[config.mk]
export PLATFORM = sky130hd
export DESIGN_NAME = cmdx_exec
export DESIGN_NICKNAME = d
export VERILOG_FILES = /design/src/rtl/cmdx_pkg.sv /design/src/rtl/cmdx_datapath.sv /design/src/rtl/cmdx_control.sv /design/src/rtl/cmdx_exec.sv
export SDC_FILE = /design/constraint.sdc
export NUM_CORES = 1
export LEC_CHECK = 0
export BUFFER_PORTS_ARGS = -buffer_cell sky130_fd_sc_hd__buf_2
export CAP_MARGIN = 15
export CORE_MARGIN = 5
export CORE_UTILIZATION = 57
export CTS_BUF_LIST = sky130_fd_sc_hd__clkbuf_4 sky130_fd_sc_hd__clkbuf_8
export CTS_CLUSTER_DIAMETER = 120
export DETAILED_ROUTE_END_ITERATION = 10
export PLACE_DENSITY_LB_ADDON = 0.15
export SYNTH_ARGS = -nofsm -noshare
export SYNTH_HDL_FRONTEND = slang
export SYNTH_SLANG_ARGS = --single-unit
[constraint.sdc]
create_clock -name clk -period 2.6 [get_ports clk]
set_input_delay 0.26 -clock clk [delete_from_list [all_inputs] [get_ports clk]]
set_output_delay 0.26 -clock clk [all_outputs]
set_load 0.01 [all_outputs]
[src/rtl/cmdx_pkg.sv]
package cmdx_pkg;

  localparam int DWORD_W   = 32;
  localparam int WORD_W    = 64;
  localparam int REG_OFF_W = 20;
  localparam int BE_W      = 4;

  localparam logic [7:0] OP_NOP     = 8'h00;
  localparam logic [7:0] OP_DIRECT  = 8'h01;
  localparam logic [7:0] OP_INDEXED = 8'h09;

  localparam logic [1:0] CFG_CTRL = 2'd0;
  localparam logic [1:0] CFG_HEAD = 2'd1;
  localparam logic [1:0] CFG_TAIL = 2'd2;

  typedef enum logic [2:0] {
    ST_IDLE,
    ST_REQ,
    ST_WAIT,
    ST_DECODE,
    ST_DIRECT,
    ST_BURST_LO,
    ST_BURST_HI
  } execState_t;

  // Strobes from the sequencer to the datapath
  typedef struct packed {
    logic advance;    // fetch pointer steps one word
    logic capture;    // latch the returned memory word
    logic loadBurst;  // latch count and offset of an indexed header
    logic decCount;   // one burst value consumed
    logic setError;   // unknown opcode seen
    logic finish;     // drop busy
    logic wrBurst;    // write uses burst offset and full byte enables
    logic wrHi;       // write takes the odd dword of the word
  } execStrobes_t;

endpackage

[src/rtl/cmdx_datapath.sv]
module cmdx_datapath
  import cmdx_pkg::*;
#(
  parameter int ADDR_W     = 32,  // must not exceed DWORD_W
  parameter int LINE_BYTES = 64
) (
  input  logic                 clk,
  input  logic                 rstN,
  input  logic                 cfgWrEn,
  input  logic [1:0]           cfgAddr,
  input  logic [DWORD_W-1:0]   cfgWrData,
  input  execStrobes_t         strobe,
  input  logic [WORD_W-1:0]    memRspData,
  output logic                 ctrlEnable,
  output logic                 ctrlBusy,
  output logic                 ctrlError,
  output logic                 fetchAtTail,
  output logic [ADDR_W-1:0]    memReqAddr,
  output logic [7:0]           opcode,
  output logic                 hdrCountZero,
  output logic                 countIsOne,
  output logic [REG_OFF_W-1:0] regWrAddr,
  output logic [DWORD_W-1:0]   regWrData,
  output logic [BE_W-1:0]      regWrBe
);

  localparam int LINE_LSB  = $clog2(LINE_BYTES);
  localparam int INSTR_LSB = 3;
  localparam logic [ADDR_W-1:0] INSTR_STEP = ADDR_W'(8);

  logic                 enableReg, busyReg, errorReg;
  logic [ADDR_W-1:0]    headPtr, tailPtr, fetchPtr;
  logic [WORD_W-1:0]    wordReg;
  logic [REG_OFF_W-1:0] burstOff;
  logic [DWORD_W-1:0]   burstCnt;

  logic ctrlWr, headWr, tailWr;
  logic [ADDR_W-1:0] alignedHead, alignedTail;
  logic unusedCfgBit;

  assign ctrlWr = cfgWrEn && (cfgAddr == CFG_CTRL) && !busyReg;
  assign headWr = cfgWrEn && (cfgAddr == CFG_HEAD) && enableReg && !busyReg;
  assign tailWr = cfgWrEn && (cfgAddr == CFG_TAIL) && enableReg && !busyReg;

  assign alignedHead  = {cfgWrData[ADDR_W-1:INSTR_LSB], {INSTR_LSB{1'b0}}};
  assign alignedTail  = {cfgWrData[ADDR_W-1:LINE_LSB], {LINE_LSB{1'b0}}};
  assign unusedCfgBit = cfgWrData[2];

  // Control and status
  always_ff @(posedge clk) begin
    if (!rstN) begin
      enableReg <= 1'b0;
      busyReg   <= 1'b0;
      errorReg  <= 1'b0;
    end else begin
      if (ctrlWr) begin
        enableReg <= cfgWrData[0];
        if (cfgWrData[1]) errorReg <= 1'b0;
      end
      if (strobe.setError) errorReg <= 1'b1;
      if (tailWr) busyReg <= (alignedTail != headPtr);
      else if (strobe.finish) busyReg <= 1'b0;
    end
  end

  // Pointers
  always_ff @(posedge clk) begin
    if (!rstN) begin
      headPtr  <= '0;
      tailPtr  <= '0;
      fetchPtr <= '0;
    end else begin
      if (headWr) headPtr <= alignedHead;
      if (tailWr) begin
        tailPtr  <= alignedTail;
        fetchPtr <= headPtr;
      end else if (strobe.advance) begin
        fetchPtr <= fetchPtr + INSTR_STEP;
      end
    end
  end

  // Instruction word and burst state
  always_ff @(posedge clk) begin
    if (!rstN) begin
      wordReg  <= '0;
      burstOff <= '0;
      burstCnt <= '0;
    end else begin
      if (strobe.capture) wordReg <= memRspData;
      if (strobe.loadBurst) begin
        burstOff <= wordReg[32 +: REG_OFF_W];
        burstCnt <= wordReg[DWORD_W-1:0];
      end else if (strobe.decCount) begin
        burstCnt <= burstCnt - DWORD_W'(1);
      end
    end
  end

  assign ctrlEnable   = enableReg;
  assign ctrlBusy     = busyReg;
  assign ctrlError    = errorReg;
  assign fetchAtTail  = (fetchPtr == tailPtr);
  assign memReqAddr   = fetchPtr;
  assign opcode       = wordReg[63:56];
  assign hdrCountZero = (wordReg[DWORD_W-1:0] == '0);
  assign countIsOne   = (burstCnt == DWORD_W'(1));

  assign regWrAddr = strobe.wrBurst ? burstOff : wordReg[32 +: REG_OFF_W];
  assign regWrData = strobe.wrHi ? wordReg[WORD_W-1:DWORD_W] : wordReg[DWORD_W-1:0];
  assign regWrBe   = strobe.wrBurst ? {BE_W{1'b1}} : wordReg[52 +: BE_W];

endmodule

[src/rtl/cmdx_control.sv]
module cmdx_control
  import cmdx_pkg::*;
(
  input  logic         clk,
  input  logic         rstN,
  input  logic         busy,
  input  logic         fetchAtTail,
  input  logic [7:0]   opcode,
  input  logic         hdrCountZero,
  input  logic         countIsOne,
  input  logic         memReqReady,
  input  logic         memRspValid,
  input  logic         regWrReady,
  output execStrobes_t strobe,
  output logic         memReqValid,
  output logic         regWrValid
);

  execState_t state, stateNext;
  logic inBurst, setBurst, clrBurst;

  always_comb begin
    stateNext   = state;
    strobe      = '0;
    memReqValid = 1'b0;
    regWrValid  = 1'b0;
    setBurst    = 1'b0;
    clrBurst    = 1'b0;
    unique case (state)
      ST_IDLE: begin
        if (busy) stateNext = ST_REQ;
      end
      ST_REQ: begin
        if (fetchAtTail) begin
          strobe.finish = 1'b1;
          clrBurst      = 1'b1;
          stateNext     = ST_IDLE;
        end else begin
          memReqValid = 1'b1;
          if (memReqReady) begin
            strobe.advance = 1'b1;
            stateNext      = ST_WAIT;
          end
        end
      end
      ST_WAIT: begin
        if (memRspValid) begin
          strobe.capture = 1'b1;
          stateNext      = inBurst ? ST_BURST_LO : ST_DECODE;
        end
      end
      ST_DECODE: begin
        case (opcode)
          OP_NOP:    stateNext = ST_REQ;
          OP_DIRECT: stateNext = ST_DIRECT;
          OP_INDEXED: begin
            strobe.loadBurst = 1'b1;
            setBurst         = !hdrCountZero;
            stateNext        = ST_REQ;
          end
          default: begin
            strobe.setError = 1'b1;
            strobe.finish   = 1'b1;
            stateNext       = ST_IDLE;
          end
        endcase
      end
      ST_DIRECT: begin
        regWrValid = 1'b1;
        if (regWrReady) stateNext = ST_REQ;
      end
      ST_BURST_LO: begin
        regWrValid     = 1'b1;
        strobe.wrBurst = 1'b1;
        if (regWrReady) begin
          strobe.decCount = 1'b1;
          if (countIsOne) begin
            clrBurst  = 1'b1;   // odd dword of this word is the pad
            stateNext = ST_REQ;
          end else begin
            stateNext = ST_BURST_HI;
          end
        end
      end
      ST_BURST_HI: begin
        regWrValid     = 1'b1;
        strobe.wrBurst = 1'b1;
        strobe.wrHi    = 1'b1;
        if (regWrReady) begin
          strobe.decCount = 1'b1;
          clrBurst        = countIsOne;
          stateNext       = ST_REQ;
        end
      end
      default: stateNext = ST_IDLE;
    endcase
  end

  always_ff @(posedge clk) begin
    if (!rstN) begin
      state   <= ST_IDLE;
      inBurst <= 1'b0;
    end else begin
      state <= stateNext;
      if (clrBurst) inBurst <= 1'b0;
      else if (setBurst) inBurst <= 1'b1;
    end
  end

endmodule

[src/rtl/cmdx_exec.sv]
module cmdx_exec
  import cmdx_pkg::*;
#(
  parameter int ADDR_W     = 32,
  parameter int LINE_BYTES = 64
) (
  input  logic                 clk,
  input  logic                 rstN,
  input  logic                 cfgWrEn,
  input  logic [1:0]           cfgAddr,
  input  logic [31:0]          cfgWrData,
  output logic                 ctrlEnable,
  output logic                 ctrlBusy,
  output logic                 ctrlError,
  output logic                 memReqValid,
  input  logic                 memReqReady,
  output logic [ADDR_W-1:0]    memReqAddr,
  input  logic                 memRspValid,
  input  logic [63:0]          memRspData,
  output logic                 regWrValid,
  input  logic                 regWrReady,
  output logic [19:0]          regWrAddr,
  output logic [31:0]          regWrData,
  output logic [3:0]           regWrBe
);

  execStrobes_t strobe;
  logic fetchAtTail, hdrCountZero, countIsOne;
  logic [7:0] opcode;

  cmdx_datapath #(.ADDR_W(ADDR_W), .LINE_BYTES(LINE_BYTES)) u_datapath (
    .clk(clk), .rstN(rstN),
    .cfgWrEn(cfgWrEn), .cfgAddr(cfgAddr), .cfgWrData(cfgWrData),
    .strobe(strobe), .memRspData(memRspData),
    .ctrlEnable(ctrlEnable), .ctrlBusy(ctrlBusy), .ctrlError(ctrlError),
    .fetchAtTail(fetchAtTail), .memReqAddr(memReqAddr), .opcode(opcode),
    .hdrCountZero(hdrCountZero), .countIsOne(countIsOne),
    .regWrAddr(regWrAddr), .regWrData(regWrData), .regWrBe(regWrBe)
  );

  cmdx_control u_control (
    .clk(clk), .rstN(rstN),
    .busy(ctrlBusy), .fetchAtTail(fetchAtTail), .opcode(opcode),
    .hdrCountZero(hdrCountZero), .countIsOne(countIsOne),
    .memReqReady(memReqReady), .memRspValid(memRspValid), .regWrReady(regWrReady),
    .strobe(strobe), .memReqValid(memReqValid), .regWrValid(regWrValid)
  );

endmodule

==> results.toml, run 1 <==
[yosys]
synth_top_cell_area_share_pct = 41.4
syn_area_per_cell_sq_um = 7.89
syn_area_sq_um = 10000
yosys.cell_count.top_type = "nand2_1"
synth_cell_types = 68
ys.flop_type = "dfxtp_1"
synth_seq_area_share_pct = 41.4
synth_compound_area_share_pct = 16.4
synthArstFlopShare_pct = 0
synthMuxAreaShare_pct = 6.46
synth_top_family_by_area = "simple AND/OR/NAND/NOR gates"
ys_top_cells_by_area = "dfxtp_1 41%, nand2_1 13%, a21oi_1 9.5%, mux2_2 6.0%, xnor2_1 4.4%"
synth-simple-area-share_pct = 25.0
synthTopCellsByCount = "341 x nand2_1, 207 x dfxtp_1, 191 x a21oi_1, 68 x clkbuf_1, 53 x mux2_2"
synth-edff-count = 0
synth_area_leader_cell = "dfxtp_1"
synthAdderAreaFrac_pct = 0.375
synth-xor-area-share_pct = 6.56
netlist_instances = 1269
yosysWarnings = 0
synth_seq_cells = 207

[critical_path]
cp_slowest_cell = "dfxtp_1"
crit_fanout = 10
path_class = "flip-flop to output pin"
critical_path_arrival_ns = 2.28
cp.required_ns = 2.34
cp_slowest_stage_delay_ns = 0.45
crit_chain = "xnor2_1, nand4_1, nor4_4, buf_12, and2_2, nor2_1, buf_2"
cp-start-kind = "flip-flop"
endpoint_kind = "output pin"

[power]
p_sw_mw = 1.85
p_per_area_nw_per_um2 = 557
power_frac_clock_pct = 42.4
power_mw = 7.22
p_leak_nw = 5.09
ir_drop_uv = 482
internal-power_mw = 5.37
combPwrFrac_pct = 11.7
seq_power_share_pct = 46.0
swShare_pct = 25.6

[routing]
route.detailed.drc = 0
vias = 10400
wire_per_inst_microns = 17.6
postRouteAntennaNets = 0
firstDrtPassIters = 8
drtIter0Drc = 893
via_per_inst = 5.81
routed_wl_mm = 31.5

[floorplan]
core-area_sq_um = 17300
std_cell_rows = 48
io_pins = 197
die_w_microns = 143
die_area_sq_um = 20300
start_util_pct = 57.9
die_h_microns = 143

[timing]
fmax_mhz = 393
hold_ws_ns = 0.0268
finalHoldViolCount = 0
post-route-period-util_pct = 97.8
fin_skew_ns = 0.0143
setup_viol = 0
setup_ws_ns = 0.0570
fin_crit_ns = 2.54
slew_viol_final = 0
max_slew_margin_pct = 53.5
tightest_slew_ns = 0.691

[placed_design]
port_buffers = 192
place.gp.congestion = 0.937
preCtsSetupSlack_ns = 0.343
placed_cell_area_sq_um = 11200
placedCellCount = 1634
dpl.hpwl_mm = 19.6

[grt]
grt_pass1_wl_mm = 49.9
grt_max_degree = 90
grt_pass1_vias = 10000
grt_use_total_pct = 29.9
antenna_found_initial = 0
overflow = 0

[hold_path]
hold_path_class = "input pin to flip-flop"

[clock_tree]
h-tree-depth = 2
cts_buffers = 36
cts_tree = "built"
clkLatencyLatePin_ns = 0.53
clk_pin_slew_worst_paths_ns = 0.06
cts-root-buf = "clkbuf_8"
cts_buffer_depth = 3
cts_sinks = 207

[cells_and_area]
antennaDiodeCount = 0
fin_cells = 1790
nets = 1649
area_growth_pct = 29.7
post-route-cell-area_sq_um = 13000
drive_above_1_share_pct = 24.3

[flow_run]
maxCapViolations = 0

[status]
status = "finished, final reports clean"
==> worst paths after layout <==
kind         slack (ns)  cells after the start                                   start                                    to
min                0.03                      4                            cfgWrData[1]     u_datapath.ctrlError$_SDFFE_PN0P_
min reg2reg        0.45                      2     u_datapath.burstOff[3]$_SDFFE_PN0P_   u_datapath.burstOff[3]$_SDFFE_PN0P_
max reg2reg        0.34                      6     u_datapath.burstCnt[7]$_SDFFE_PN0P_  u_datapath.burstCnt[30]$_SDFFE_PN0P_
max                0.06                      7  u_datapath.memReqAddr[12]$_SDFFE_PN0P_                           memReqValid
==> layer usage <==
layer	vias up	track usage, %	wire, microns
met4	0	12.2	1030
met1	4898	36.4	12800
met2	456	52.3	15500
li1	4958	-	-
met5	-	0	0
met3	84	4.94	2160
==> stage by stage <==
step | TNS (ns) | util, %
6_report | 0 | 75.1
5_1_grt | -0.0153 | 75.1
4_1_cts | 0 | 74.7
3_5_place_dp | 0 | 64.9
3_3_place_gp | 0 | 64.9
2_1_floorplan | 0 | -
==> layout make-up <==
| type | count | area, sq um |
|---|---|---|
| Clock inverter | 5 | 55.1 |
| Sequential cell | 207 | 4160 |
| Fill cell | 1337 | 4310 |
| Inverter | 10 | 40.0 |
| Multi-Input combinational cell | 970 | 5570 |
| Clock buffer | 56 | 677 |
| Timing Repair Buffer | 317 | 2200 |
| Tap cell | 225 | 282 |
==> state kept, by name, summed over array words and instances, names as in the netlist <==
signal / cells
u_datapath.burstOff: 20
u_datapath.memReqAddr: 29
u_datapath.headPtr: 29
u_datapath.ctrlBusy: 1
u_datapath.ctrlError: 1
u_control.inBurst: 1
u_datapath.burstCnt: 32
u_control.state: 3
u_datapath.wordReg: 64
u_datapath.ctrlEnable: 1
u_datapath.tailPtr: 26
==> layout by cell type (no fill, tap or decap), types with 6 or more instances in the layout <==
| master | count |
|---|---|
| nor4_1 | 22 |
| clkbuf_8 | 41 |
| nand3_1 | 35 |
| a22oi_1 | 8 |
| dfxtp_1 | 196 |
| nor3_1 | 22 |
| a211oi_1 | 13 |
| clkbuf_4 | 15 |
| a31oi_1 | 7 |
| nand4_1 | 19 |
| xnor2_1 | 45 |
| xor2_1 | 25 |
| nand2_1 | 340 |
| a21oi_1 | 191 |
| nand2b_1 | 9 |
| o211ai_1 | 7 |
| and3_1 | 8 |
| dfxtp_2 | 11 |
| or4_1 | 6 |
| buf_2 | 192 |
| buf_4 | 26 |
| dlygate4sd3_1 | 93 |
| inv_1 | 9 |
| mux2_2 | 53 |
| nor2_1 | 40 |
| o311ai_0 | 6 |
| o21ai_0 | 27 |
==> power groups by stage <==
stage / Combinational, mW / Clock [mW] / Sequential, mW
final: 0.843 / 3.06 / 3.32
after CTS: 0.803 / 3.10 / 3.32
after global placement: 0.682 / 0 / 3.38
after floorplan: 0.411 / 0 / 3.36
after global routing: 0.910 / 3.26 / 3.33
after detailed placement: 0.688 / 0 / 3.38
==> logic make-up (layout without fill, tap and decap cells) <==
| kind of cell | count (synthesis) | count (layout) |
|---|---|---|
| XOR/XNOR | 75 | 75 |
| flip-flops | 207 | 207 |
| AO/OA/AOI/OAI | 286 | 286 |
| other | 1 | 3 |
| multiplexers | 58 | 58 |
| buffers and inverters | 94 | 388 |
| adder cells (fa/ha/maj) | 3 | 3 |
| AND/OR/NAND/NOR | 545 | 545 |
==> critical path: cells and delay by family, from the launching register on <==
family | cells | cell delay (ns)
simple gates | 4 | 0.83
flops | 1 | 0.45
buf+inv | 2 | 0.32
xor+xnor | 1 | 0.16
==> what timing repair did <==
action	CTS	global route
gates cloned	0	1
gates resized for setup	9	11
pin swaps	2	4
hold buffers	93	0
setup buffers	0	1
endpoints found under the hold margin	114	0
endpoints found under the setup margin	1	1
(Power assumes the default switching activity.)
==> run 2, diff against run 1 <==
- ABC_AREA: unset -> 1
- CORE_UTILIZATION: 57 -> 58
==> run 2 against run 1 <==
- via count up 9.5%
- fmax increased by 6.1%
- largest cell class unchanged
- highest routed layer is now met5
- flip-flop and latch count stayed put
- clock-buffer cell count fell by 2
- sequential power rose by 11%
- die area rose by 6.5%
- synthesized cell count increased by 28%
- hold slack worse by 0.011 ns
- largest power group unchanged
==> results.toml, run 2 <==
[yosys]
netlist_instances = 1629
synth_seq_cells = 207
synth-edff-count = 0
synth_top_cell_area_share_pct = 38.0
ys.flop_type = "dfxtp_1"
synth_cell_types = 38
synthArstFlopShare_pct = 0
syn_area_per_cell_sq_um = 6.69
synthTopCellsByCount = "369 x nand2_1, 207 x dfxtp_1, 200 x o21ai_0, 160 x a21oi_1, 147 x nor2_1"
synth_area_leader_cell = "dfxtp_1"
syn_area_sq_um = 10900
ys_top_cells_by_area = "dfxtp_1 38%, nand2_1 13%, o21ai_0 9.2%, a21oi_1 7.3%, nor2_1 5.1%"
yosysWarnings = 0
synth_seq_area_share_pct = 38.0
yosys.cell_count.top_type = "nand2_1"

[critical_path]
path_class = "flip-flop to output pin"
critical_path_arrival_ns = 2.14
crit_fanout = 36
cp_slowest_cell = "dfxtp_1"
endpoint_kind = "output pin"
cp.required_ns = 2.34
cp_slowest_stage_delay_ns = 0.45
worst-path-buf-inv = 4
crit_family = "buffers and inverters"
setup.worst_path.start = "u_control.state[0]$_SDFFE_PN0P_"
cp-start-kind = "flip-flop"
crit_chain = "inv_2, nand3_2, buf_4, buf_8, nand2_1, o21ai_0, buf_2"
reg2reg_from = "u_control.state[0]$_SDFFE_PN0P_"

[timing]
tightest_slew_ns = 0.628
fmax_mhz = 417
grt_setup_unrepaired = "no"
setup_ws_ns = 0.204
max_slew_margin_pct = 58.1
slew_viol_final = 0
final.setup.tns_ns = 0
fin_skew_ns = 0.0182
post-route-period-util_pct = 92.2
setup_viol = 0
fin_crit_ns = 2.40
finalHoldViolCount = 0

[power]
internal-power_mw = 6.21
p_leak_nw = 5.56
ir_drop_uv = 561
combPwrFrac_pct = 32.4
swShare_pct = 36.5
p_sw_mw = 3.57
p_per_area_nw_per_um2 = 752
seq_power_share_pct = 37.5
power_frac_clock_pct = 30.0

[clock_tree]
clkLatencyLatePin_ns = 0.53
cts-root-buf = "clkbuf_8"
cts_buffer_depth = 3
h-tree-depth = 2
cts_buffers = 36
cts_tree = "built"
clk_pin_slew_worst_paths_ns = 0.06
cts_sinks = 207
cts_setup_buffers = 0

[grt]
grt_max_degree = 124
grt_use_total_pct = 29.3
grt_pass1_vias = 10800
antenna_found_initial = 7
grt_pass1_wl_mm = 52.6
overflow = 0

[routing]
drtIter0Drc = 842
vias = 11400
via_per_inst = 5.46
routed_wl_mm = 32.8
firstDrtPassIters = 5
postRouteAntennaNets = 0
route.detailed.drc = 0
wire_per_inst_microns = 15.8

[placed_design]
port_buffers = 192
dpl.hpwl_mm = 23.3
placedCellCount = 1986
place.gp.congestion = 0.915
preCtsSetupSlack_ns = 0.525

[cells_and_area]
area_growth_pct = 19.4
reg.largest.list = "u_datapath.wordReg (64), u_datapath.burstCnt (32)"
final_cell_mix = "367 x nand2_1, 207 x dfxtp_1, 200 x o21ai_0"
num-fill-cells = 1619
final-seq-area_sq_um = 4140
largest_reg_flops = 64
fin_cells = 2084
multiInputGateArea_sq_um = 5730
top_register = "u_datapath.wordReg"
nets = 1933
final_common_cell = "nand2_1"
drive_above_1_share_pct = 18.1

[flow_run]
maxCapViolations = 0

[floorplan]
die_area_sq_um = 21600
die_h_microns = 147
die_w_microns = 147
core-area_sq_um = 18600
io_pins = 197
start_util_pct = 58.7
std_cell_rows = 50

[hold_path]
hold_path_class = "input pin to flip-flop"
hp-start = "memRspData[19]"

[status]
status = "finished, final reports clean"
[run 2: changes by cell type after synthesis, sizes merged, moves of 36 or more]
cell	change
o21ai	+183
nand2	+36
mux2	-53
inv	+153
nor2	+119
nand3	+48
[run 2: layer usage]
metal / track usage, % / up-vias / share of wire (%)
li1: - / 5715 / -
met1: 35.0 / 5163 / 40
met2: 50.8 / 401 / 49
met3: 5.15 / 97 / 6.4
met4: 14.7 / 6 / 4.4
met5: 0 / - / 0.11
[run 2: logic make-up after synthesis]
| kind of cell | count (synthesis) | synth area share, % |
|---|---|---|
| AND/OR/NAND/NOR | 682 | 26.9 |
| adder cells (fa/ha/maj) | 3 | 0.344 |
| XOR/XNOR | 64 | 5.14 |
| flip-flops | 207 | 38.0 |
| AO/OA/AOI/OAI | 416 | 19.9 |
| buffers and inverters | 256 | 9.66 |
| other | 1 | 0.0344 |
[run 2: what timing repair did]
| item | in CTS | in global routing |
|---|---|---|
| hold endpoints to repair | 36 | 0 |
| endpoints found under the setup margin | 0 | 15 |
| hold buffers | 36 | 0 |
| gates resized for setup | 0 | 2 |
[run 2: cell type report]
class / instances / share of cell area (%)
antenna: 5 / 0.0962
clock buffer: 54 / 5.18
clock inverter: 3 / 0.154
inverter: 164 / 4.73
multi-input combinational: 1168 / 44.0
sequential: 207 / 31.8
tap: 234 / 2.25
timing repair buffer: 249 / 11.7
[run 2: through the flow]
| step | cell area (sq um) | util [%] | hold WS, ns | total power, mW |
|---|---|---|---|---|
| after floorplan | 10900 | - | 0.388 | 5.91 |
| after global placement | 11900 | 64.2 | 0.454 | 6.77 |
| after detailed placement | 11900 | 64.2 | 0.459 | 6.81 |
| after CTS | 13000 | 69.9 | 0.000793 | 9.79 |
| after global routing | 13000 | 70.0 | 0.0103 | 10.4 |
| final | 13000 | 70.0 | 0.0162 | 9.78 |
[run 2: worst paths after layout]
path | endpoint | cells after the start | slack (ns)
setup reg to reg | u_datapath.burstCnt[14]$_SDFFE_PN0P_ | 11 | 0.48
hold / removal | u_datapath.wordReg[19]$_SDFFE_PN0P_ | 3 | 0.02
setup / recovery | regWrData[6] | 7 | 0.20
hold reg to reg | u_datapath.ctrlError$_SDFFE_PN0P_ | 2 | 0.46
[run 2: tightest hold or removal path, cell delays in order]
cell     delay, ns
buf_2         0.08
o21ai_0       0.08
nor2_1        0.08
[run 2: power groups by stage]
stage | logic, mW | clock network [mW] | registers, mW
after floorplan | 2.26 | 0 | 3.65
after CTS | 3.14 | 2.99 | 3.67
after detailed placement | 3.08 | 0 | 3.73
final | 3.17 | 2.94 | 3.67
after global routing | 3.56 | 3.14 | 3.70
after global placement | 3.04 | 0 | 3.72
==> run 3, diff against run 2 <==
- CORE_UTILIZATION: 58 -> 55
==> run 3 against run 2 <==
- clock skew fell by 0.00092 ns
- critical path depth grew 2
- hold slack improved by 0.0011 ns
- final cell count rose by 2.7%
- via count is 0.46% higher
- wire length up 1.1%
- setup slack got worse by 0.010 ns
- die area rose by 5.1%
- critical endpoint is now memReqValid
==> results.toml, run 3 (synthesized netlist as in run 2, its figures left out) <==
[status]
status = "finished, final reports clean"

[floorplan]
die_area_sq_um = 22700
start_util_pct = 56.0
die_h_microns = 151
std_cell_rows = 51
io_pins = 197
core-area_sq_um = 19500
die_w_microns = 151

[cells_and_area]
largest_reg_flops = 64
multiInputGateArea_sq_um = 5730
reg.largest.list = "u_datapath.wordReg (64), u_datapath.burstCnt (32)"
drive_above_1_share_pct = 18.6
num-fill-cells = 1725
final_common_cell = "nand2_1"
area_growth_pct = 22.5
top_register = "u_datapath.wordReg"
fin_cells = 2141
utilization_pct = 68.6
nets = 1954
final_cell_mix = "367 x nand2_1, 207 x dfxtp_1, 200 x o21ai_0"
final-seq-area_sq_um = 4140

[clock_tree]
cts_resized = 0
cts-root-buf = "clkbuf_8"
cts_setup_buffers = 0
cts_buffers = 36
cts_sinks = 207
clk_pin_slew_worst_paths_ns = 0.06
cts_buffer_depth = 3
clkLatencyLatePin_ns = 0.53
cts_tree = "built"
h-tree-depth = 2

[critical_path]
regToRegEndpoint = "u_datapath.memReqAddr[31]$_SDFFE_PN0P_"
reg2reg_from = "u_datapath.memReqAddr[22]$_SDFFE_PN0P_"
r2r_slack_ns = 0.48
crit_fanout = 8
rr_worst_depth = 10
critical_path_arrival_ns = 2.15
endpoint_kind = "output pin"
path_class = "flip-flop to output pin"
cp.required_ns = 2.34
cp-start-kind = "flip-flop"

[hold_path]
whs_path_depth = 3
hp-start = "cfgWrData[25]"
hold_path_class = "input pin to flip-flop"
hold-path-endpoint = "u_datapath.tailPtr[25]$_SDFFE_PN0P_"

[timing]
grt_setup_unrepaired = "no"
fin_crit_ns = 2.41
hold_ws_ns = 0.0174
fin_skew_ns = 0.0173
finalHoldViolCount = 0
max_slew_margin_pct = 58.8
fmax_mhz = 416
tightest_slew_ns = 0.613
post-route-period-util_pct = 92.6
setup_viol = 0
slew_viol_final = 0
final.setup.tns_ns = 0

[flow_run]
maxCapViolations = 0

[routing]
wire_per_inst_microns = 15.5
drtIter0Drc = 766
vias = 11400
firstDrtPassIters = 5
route.detailed.drc = 0
via_per_inst = 5.34
routed_wl_mm = 33.2
postRouteAntennaNets = 0

[placed_design]
dpl.hpwl_mm = 23.5
placedCellCount = 2022
place.gp.congestion = 0.923
port_buffers = 192

[power]
seq_power_share_pct = 36.2
p_leak_nw = 5.72
swShare_pct = 36.0
ir_drop_uv = 522
p_sw_mw = 3.65
power_frac_clock_pct = 32.3
internal-power_mw = 6.50
combPwrFrac_pct = 31.6
p_per_area_nw_per_um2 = 761

[grt]
grt_use_total_pct = 28.6
overflow = 0
antenna_found_initial = 1
grt_max_degree = 105
grt_pass1_vias = 10600
grt_pass1_wl_mm = 52.4
## run 3: changes by cell type in the layout (fill, tap and decap cells not counted), moves of 2 or more
cell,change
buf_4,+5
bufinv_16,+2
clkbuf_4,+3
clkinv_2,+3
clkinvlp_4,-2
diode_2,-4
dlygate4sd3_1,+16
inv_6,+3
## run 3: layout make-up
type / instances / area share (%)
inverter: 164 / 4.61
multi-input combinational: 1168 / 42.9
antenna: 1 / 0.0187
clock buffer: 57 / 5.22
sequential: 207 / 31.0
tap: 265 / 2.48
timing repair buffer: 270 / 12.9
clock inverter: 9 / 0.796
## run 3: routing by layer
layer	global-route usage, %	vias up	share of wire (%)
met5	0	-	0.021
met4	11.3	2	3.6
met3	4.91	80	6.3
met2	49.9	392	49
met1	35.0	5219	41
li1	-	5741	-
## run 3: power by group through the flow
stage | combinational (mW) | sequential [mW] | clock, mW
2_1_floorplan | 2.26 | 3.65 | 0
3_3_place_gp | 3.05 | 3.73 | 0
3_5_place_dp | 3.08 | 3.73 | 0
4_1_cts | 3.17 | 3.67 | 3.32
5_1_grt | 3.58 | 3.70 | 3.48
6_report | 3.21 | 3.67 | 3.28
## run 3: worst max-delay path, cell delays in order, from the launching register on
cell	delay [ns]
dfxtp_1	0.50
xnor2_1	0.16
nand2_1	0.10
nor2_1	0.20
nand2_1	0.11
nor2_2	0.15
nand2_2	0.08
nand2_1	0.10
inv_1	0.07
buf_2	0.14
## run 3: worst max-delay path by stage
stage | slack (ns) | cells past startpoint | endpoint | start
3_3_place_gp | 0.56 | 11 | u_datapath.burstCnt[14]$_SDFFE_PN0P_ | u_control.state[0]$_SDFFE_PN0P_
6_report | 0.19 | 9 | memReqValid | u_datapath.memReqAddr[22]$_SDFFE_PN0P_
5_1_grt | 0.05 | 6 | regWrAddr[16] | u_control.state[2]$_SDFFE_PN0P_
3_5_place_dp | 0.54 | 10 | u_datapath.memReqAddr[24]$_SDFFE_PN0P_ | u_datapath.memReqAddr[22]$_SDFFE_PN0P_
4_1_cts | 0.23 | 9 | memReqValid | u_datapath.memReqAddr[22]$_SDFFE_PN0P_
2_1_floorplan | 0.90 | 10 | u_datapath.memReqAddr[23]$_SDFFE_PN0P_ | u_datapath.memReqAddr[4]$_SDFFE_PN0P_
## run 3: repair_timing
action / 4_1_cts / 5_1_grt
endpoints found under the hold margin: 56 / 0
setup endpoints to repair: 0 / 0
hold buffers: 52 / 0
## run 3: metrics by stage
| stage | total power [mW] | instance area, sq um | worst slack (ns) |
|---|---|---|---|
| finish | 10.2 | 13400 | 0.193 |
| global route | 10.8 | 13400 | 0.0546 |
| CTS | 10.2 | 13400 | 0.231 |
| detailed placement | 6.82 | 12000 | 0.540 |
| global placement | 6.77 | 12000 | 0.565 |
| floorplan | 5.91 | 10900 | 0.897 |
